--- src/rtl/pat_seq.sv ---
module pat_seq #(
  parameter int PINS  = 4,
  parameter int CW    = 2,
  parameter int AW    = 6,
  parameter int CNTW  = 8,
  parameter int DEPTH = 4,
  parameter int TW    = 2,
  parameter logic [PINS*CW-1:0] TERM = '0
) (
  input  logic                     clk,
  input  logic                     rst_n,
  input  logic                     start,
  input  logic                     strobe,
  input  logic                     match,
  output logic [AW-1:0]            mem_addr,
  input  logic [4+PINS+PINS*CW-1:0] mem_data,
  output logic [PINS*CW-1:0]       vec_out,
  output logic                     vec_valid,
  output logic [TW-1:0]            tbl_sel,
  output logic                     done,
  output logic                     timeout,
  output logic                     ovf_err
);
  localparam int DW  = PINS * CW;
  localparam int IW  = 4 + PINS + DW;
  localparam int IXW = (DEPTH > 1) ? $clog2(DEPTH) : 1;
  localparam int SPW = $clog2(DEPTH + 1);

  localparam logic [3:0] OP_VEC  = 4'd1;
  localparam logic [3:0] OP_TBL  = 4'd2;
  localparam logic [3:0] OP_COND = 4'd3;
  localparam logic [3:0] OP_LOOP = 4'd4;
  localparam logic [3:0] OP_ENDL = 4'd5;
  localparam logic [3:0] OP_MLP  = 4'd6;
  localparam logic [3:0] OP_ENDM = 4'd7;
  localparam logic [3:0] OP_GOTO = 4'd8;
  localparam logic [3:0] OP_BRK  = 4'd9;
  localparam logic [3:0] OP_STOP = 4'd15;

  function automatic logic [DW-1:0] expand(input logic [PINS-1:0] m);
    for (int i = 0; i < PINS; i++) expand[i*CW +: CW] = {CW{m[i]}};
  endfunction

  logic [AW-1:0]   pc;
  logic            running;
  logic [PINS-1:0] cmask;
  logic [DW-1:0]   cdata;
  logic [SPW-1:0]  sp;
  logic [AW-1:0]   st_pc  [DEPTH];
  logic [CNTW-1:0] st_cnt [DEPTH];
  logic [AW-1:0]   m_start;
  logic [CNTW-1:0] m_lim, m_iter;

  wire [3:0]      op    = mem_data[IW-1 -: 4];
  wire [PINS-1:0] fmask = mem_data[DW +: PINS];
  wire [DW-1:0]   fdata = mem_data[DW-1:0];
  wire [CNTW-1:0] fcnt  = fdata[CNTW-1:0];
  wire [DW-1:0]   vexp  = expand(fmask);
  wire [DW-1:0]   cexp  = expand(cmask);
  wire [IXW-1:0]  tix   = IXW'(sp - SPW'(1));
  wire [IXW-1:0]  pix   = IXW'(sp);
  wire [AW-1:0]   pc_nx = pc + AW'(1);
  wire            full  = (sp == SPW'(DEPTH));
  wire            lim_hit = (m_lim != '0) &&
                            (({1'b0, m_iter} + (CNTW+1)'(1)) == {1'b0, m_lim});

  wire [DW-1:0] vec_nx = (fdata & vexp) | (cdata & cexp & ~vexp) | (vec_out & ~vexp & ~cexp);
  wire [DW-1:0] brk_nx = (vec_out & ~vexp) | (fdata & vexp);

  logic halt;
  always_comb begin
    halt = 1'b0;
    if (running && !start)
      halt = (op == OP_STOP) || (op == OP_LOOP && full) ||
             (op == OP_ENDM && !match && lim_hit);
  end

  assign mem_addr = pc;

  always_ff @(posedge clk or negedge rst_n) begin
    if (!rst_n) begin
      pc <= '0; running <= 1'b0; done <= 1'b0; timeout <= 1'b0; ovf_err <= 1'b0;
      vec_out <= TERM; vec_valid <= 1'b0; tbl_sel <= '0;
      cmask <= '0; cdata <= '0; sp <= '0;
      m_start <= '0; m_lim <= '0; m_iter <= '0;
      for (int i = 0; i < DEPTH; i++) begin
        st_pc[i] <= '0; st_cnt[i] <= '0;
      end
    end else begin
      vec_valid <= 1'b0;
      if (start) begin
        pc <= '0; running <= 1'b1; done <= 1'b0; timeout <= 1'b0; ovf_err <= 1'b0;
        tbl_sel <= '0; cmask <= '0; sp <= '0; m_iter <= '0; m_lim <= '0;
      end else if (halt) begin
        running <= 1'b0;
        done    <= 1'b1;
        vec_out <= TERM;
        if (op == OP_LOOP) ovf_err <= 1'b1;
        if (op == OP_ENDM) timeout <= 1'b1;
      end else if (running) begin
        case (op)
          OP_VEC: if (strobe) begin
            vec_out <= vec_nx; vec_valid <= 1'b1; cmask <= '0; pc <= pc_nx;
          end
          OP_BRK: if (strobe) begin
            vec_out <= brk_nx; vec_valid <= 1'b1; pc <= pc_nx;
          end
          OP_TBL: begin
            tbl_sel <= fdata[TW-1:0]; pc <= pc_nx;
          end
          OP_COND: begin
            cdata <= (cdata & ~vexp) | (fdata & vexp);
            cmask <= cmask | fmask;
            pc    <= pc_nx;
          end
          OP_LOOP: begin
            st_pc[pix]  <= pc_nx;
            st_cnt[pix] <= (fcnt == '0) ? '0 : fcnt - CNTW'(1);
            sp <= sp + SPW'(1);
            pc <= pc_nx;
          end
          OP_ENDL: begin
            if (sp == '0) pc <= pc_nx;
            else if (st_cnt[tix] != '0) begin
              st_cnt[tix] <= st_cnt[tix] - CNTW'(1);
              pc <= st_pc[tix];
            end else begin
              sp <= sp - SPW'(1);
              pc <= pc_nx;
            end
          end
          OP_MLP: begin
            m_start <= pc_nx; m_lim <= fcnt; m_iter <= '0; pc <= pc_nx;
          end
          OP_ENDM: begin
            if (match) pc <= pc_nx;
            else begin
              m_iter <= m_iter + CNTW'(1);
              pc <= m_start;
            end
          end
          OP_GOTO: pc <= fdata[AW-1:0];
          default: pc <= pc_nx;
        endcase
      end
    end
  end

  a_r7_done_holds: assert property (@(posedge clk) disable iff (!rst_n)
    done && !start |=> done);
  a_r7_stop_term: assert property (@(posedge clk) disable iff (!rst_n)
    $rose(done) |-> vec_out == TERM);
  a_r8_timeout_stops: assert property (@(posedge clk) disable iff (!rst_n)
    timeout |-> done);
  a_r9_depth_bound: assert property (@(posedge clk) disable iff (!rst_n)
    sp <= SPW'(DEPTH));
  a_r2_vec_on_strobe: assert property (@(posedge clk) disable iff (!rst_n)
    vec_valid |-> $past(strobe));
  a_r4_pins_hold: assert property (@(posedge clk) disable iff (!rst_n)
    (!vec_valid && !done) |-> $stable(vec_out));
endmodule

--- config.mk ---
export PLATFORM = sky130hd
export DESIGN_NAME = pat_seq
export DESIGN_NICKNAME = d
export VERILOG_FILES = /design/src/rtl/pat_seq.sv
export SDC_FILE = /design/constraint.sdc
export NUM_CORES = 1
export LEC_CHECK = 0
export ABC_AREA = 0
export CORE_MARGIN = 4
export CORE_UTILIZATION = 45
export CTS_CLUSTER_SIZE = 10
export DETAILED_ROUTE_END_ITERATION = 12
export GPL_ROUTABILITY_DRIVEN = 0
export HOLD_SLACK_MARGIN = 0.02
export PLACE_DENSITY_LB_ADDON = 0.3
export REMOVE_ABC_BUFFERS = 1
export SETUP_SLACK_MARGIN = 0.15
export SYNTH_ARGS = -nofsm -noshare
export SYNTH_HDL_FRONTEND = slang
export SYNTH_SLANG_ARGS = --single-unit
--- constraint.sdc ---
create_clock -name clk -period 5.66 [get_ports clk]
set_input_delay 1.132 -clock clk [delete_from_list [all_inputs] [get_ports clk]]
set_output_delay 1.132 -clock clk [all_outputs]
set_load 0.03 [all_outputs]
==> run_results.csv <==
group,metric,value,unit
status,status,"finished clean",
place,port-buffer-count,40,
clock_network,cts-resized-gates,0,
layout,fin_cells,893,
layout,n_antenna_cell,0,
timing,fin_crit_sh,74.0,%
clock_network,cts_tree,"done",
die,die_h,129,µm
routing,wl_per_cell,20.9,µm
yosys,yosysMostFrequentCell,"dfrtp_1",
die,die_w,129,µm
yosys,synth-async-reset-ratio,100,%
timing,rsz0062_at_grt,"false",
setup_path,start_kind,"input pin",
setup_path,worstPathRequired,5.96,ns
clock_network,clk_pin_slew,0.05,ns
clock_network,hold_buffers,0,
grt,grt_max_degree,68,
routing,drtAntennaViolNets,0,
yosys,syn-cell-area,6540,µm²
grt,first_global_vias,5595,
clock_network,h-tree-depth,4,
grt,grtUsageTotal,23.3,%
timing,period_needed,4.19,ns
routing,via_per_inst,6.29,
yosys,synth_largest_area_cell,"dfrtp_1",
timing,finalSetupViolCount,0,
worst_hold_path,worstHoldPathType,"flip-flop to flip-flop",
die,dieArea,16500,µm²
yosys,ys.flop_type,"dfrtp_1",
die,top_level_ports,41,
layout,drive_above_1_share,11.5,%
clock_network,cts_sinks,114,
routing,first_iter_violations,564,
yosys,ys_seq_elements,114,
yosys,synth_top_area_share,43.6,%
yosys,synth_common_cells,"dfrtp_1, nand2_1, nor2_1",
setup_path,critPathMaxFanout,32,
timing,max_freq,239,MHz
place,dp.cells,861,
timing,fin_skew,0.00817,ns
layout,final_nets,735,
die,num_rows,43,
power_and_ir_drop,power.density,320,nW/µm²
yosys,seq_area_frac_synth,43.6,%
place,dp_hpwl,12700,µm
yosys,synth.distinct_cells,61,
setup_path,critPathKind,"input pin to flip-flop",
flow_run,cap_violations,0,
die,core,14000,µm²
yosys,yosysWarnings,0,
power_and_ir_drop,ir_worst_vdd,0.000299,V
yosys,ys_top_cells_by_area,"dfrtp_1, a22o_1, mux4_2",
setup_path,worstPathArrival,4.49,ns
grt,gr-total-overflow,0,
timing,max_slew_margin,23.0,%
timing,tns,0,ns
routing,drc,0,
setup_path,cp-end-kind,"flip-flop",
yosys,synth.avg_cell_area,9.81,µm²
power_and_ir_drop,leakagePower,3.27,nW
clock_network,cts_root_buffer,"clkbuf_16",
clock_network,cts_max_path_buffers,2,
clock_network,numCtsBuffers,17,
timing,worstMarginPinSlew,1.15,ns
routing,vias,5614,
yosys,synthesis.instances,667,
die,start_util,46.6,%
clock_network,clock_latency,0.42,ns
grt,grt_pass1_wl,30000,µm
clock_network,post_cts_buffers,0,
grt,grt_antenna_before_repair,0,
layout,num-fill-cells,1200,
timing,slew_viol_final,0,
yosys,synth_edf_count,0,
timing,hold_viol_final,0,
routing,wl,18600,µm
routing,drt_pass1_iterations,5,
layout,syn2layout_area_growth,17.5,%
[power by group]
part / internal [mW] / switching (mW)
combinational: 0.146 / 0.207
clock: 0.795 / 0.376
sequential: 0.886 / 0.0473
total: 1.83 / 0.631
[final timing paths]
kind | slack (ns) | endpoint | start | cells after the start
worst max-delay path | 1.47 | st_cnt[19] | mem_data[12] | 7
worst min-delay path | 0.48 | st_pc[18] | st_pc[18] | 2
worst max register to register | 1.91 | st_cnt[19] | sp[1] | 10
worst min register to register | 0.48 | st_pc[18] | st_pc[18] | 2
max in group asynchronous | 3.73 | sp[0] | rst_n | 2
min in group asynchronous | 0.80 | asynchronous set/reset pin | rst_n | 1
[flip-flops by register name (all words and copies together) (netlist names), named ones only]
name       flops
running        1
done           1
mem_addr       6
sp             3
timeout        1
m_iter         8
st_pc         24
ovf_err        1
st_cnt        32
vec_valid      1
vec_out        8
m_start        6
tbl_sel        2
m_lim          8
cmask          4
[worst max-delay path, stage by stage]
cell,delay (ns)
clkdlybuf4s50_1,0.89
nand3b_1,0.38
or4_4,0.62
nor4_4,0.37
o21ai_2,0.17
and2_1,0.54
a22o_1,0.38
[metrics by stage]
step / total power, mW / hold slack [ns] / instance area, µm² / worst slack (ns) / util [%]
global placement: 1.28 / 0.458 / 7040 / 1.26 / 50.1
CTS: 2.47 / 0.479 / 7690 / 1.54 / 54.7
global route: 2.55 / 0.506 / 7690 / 1.24 / 54.7
finish: 2.46 / 0.477 / 7690 / 1.47 / 54.7
detailed placement: 1.29 / 0.465 / 7040 / 1.12 / 50.1
floorplan: 1.16 / 0.445 / 6360 / 1.78 / -
[area by class of cell]
cell class                 instances  area, µm²  area share (%)
timing repair buffer              46        443            5.76
clock inverter                     8        146            1.90
clock buffer                      24        502            6.53
inverter                          17       63.8           0.830
tap                              180        225            2.93
sequential                       114       2850            37.1
multi-input combinational        504       3450            44.9
[layer usage]
| layer | global-route usage (%) | wire, µm |
|---|---|---|
| met3 | 5.06 | 1090 |
| met5 | 0 | 0 |
| met4 | 9.39 | 479 |
| met2 | 36.2 | 8710 |
| met1 | 31.8 | 8360 |
[cells in the final DEF (no fill, tap or decap), types with 3 or more instances in the layout]
cell type        instances
or4_1                    6
nand2b_1                 8
nand3b_1                 5
mux2_2                  12
mux2i_1                  5
mux4_2                  14
nand3_1                 21
xor2_1                  12
a211oi_1                 5
or3_1                    3
and2_1                   3
nor2_1                  46
o22a_1                   6
o311ai_0                 4
clkdlybuf4s50_1         39
buf_4                    7
bufinv_16                4
a21o_1                   5
o211ai_1                 5
o22ai_1                 44
dfrtp_1                114
xnor2_1                 14
and3_1                   3
ha_1                    14
a31o_2                   7
nor3b_1                  3
o31ai_1                  4
clkbuf_8                 5
nand2_1                 83
nor2b_1                  8
a21oi_1                 27
inv_1                   16
clkbuf_16               17
a31oi_1                  4
a22o_1                  41
nor3_1                  16
nand4_1                  4
o21ai_0                 44
[kinds of logic after synthesis]
kind of cell	after synthesis	share of synthesized area [%]
buffers and inverters	49	3.67
AOI/OAI and AO/OA	208	21.7
xor gates and xnor gates	27	3.73
and+or+nand+nor	222	16.5
muxes	33	8.11
adders and majority gates	14	2.68
DFF	114	43.6
No activity file was read; power rests on OpenSTA's default activity.
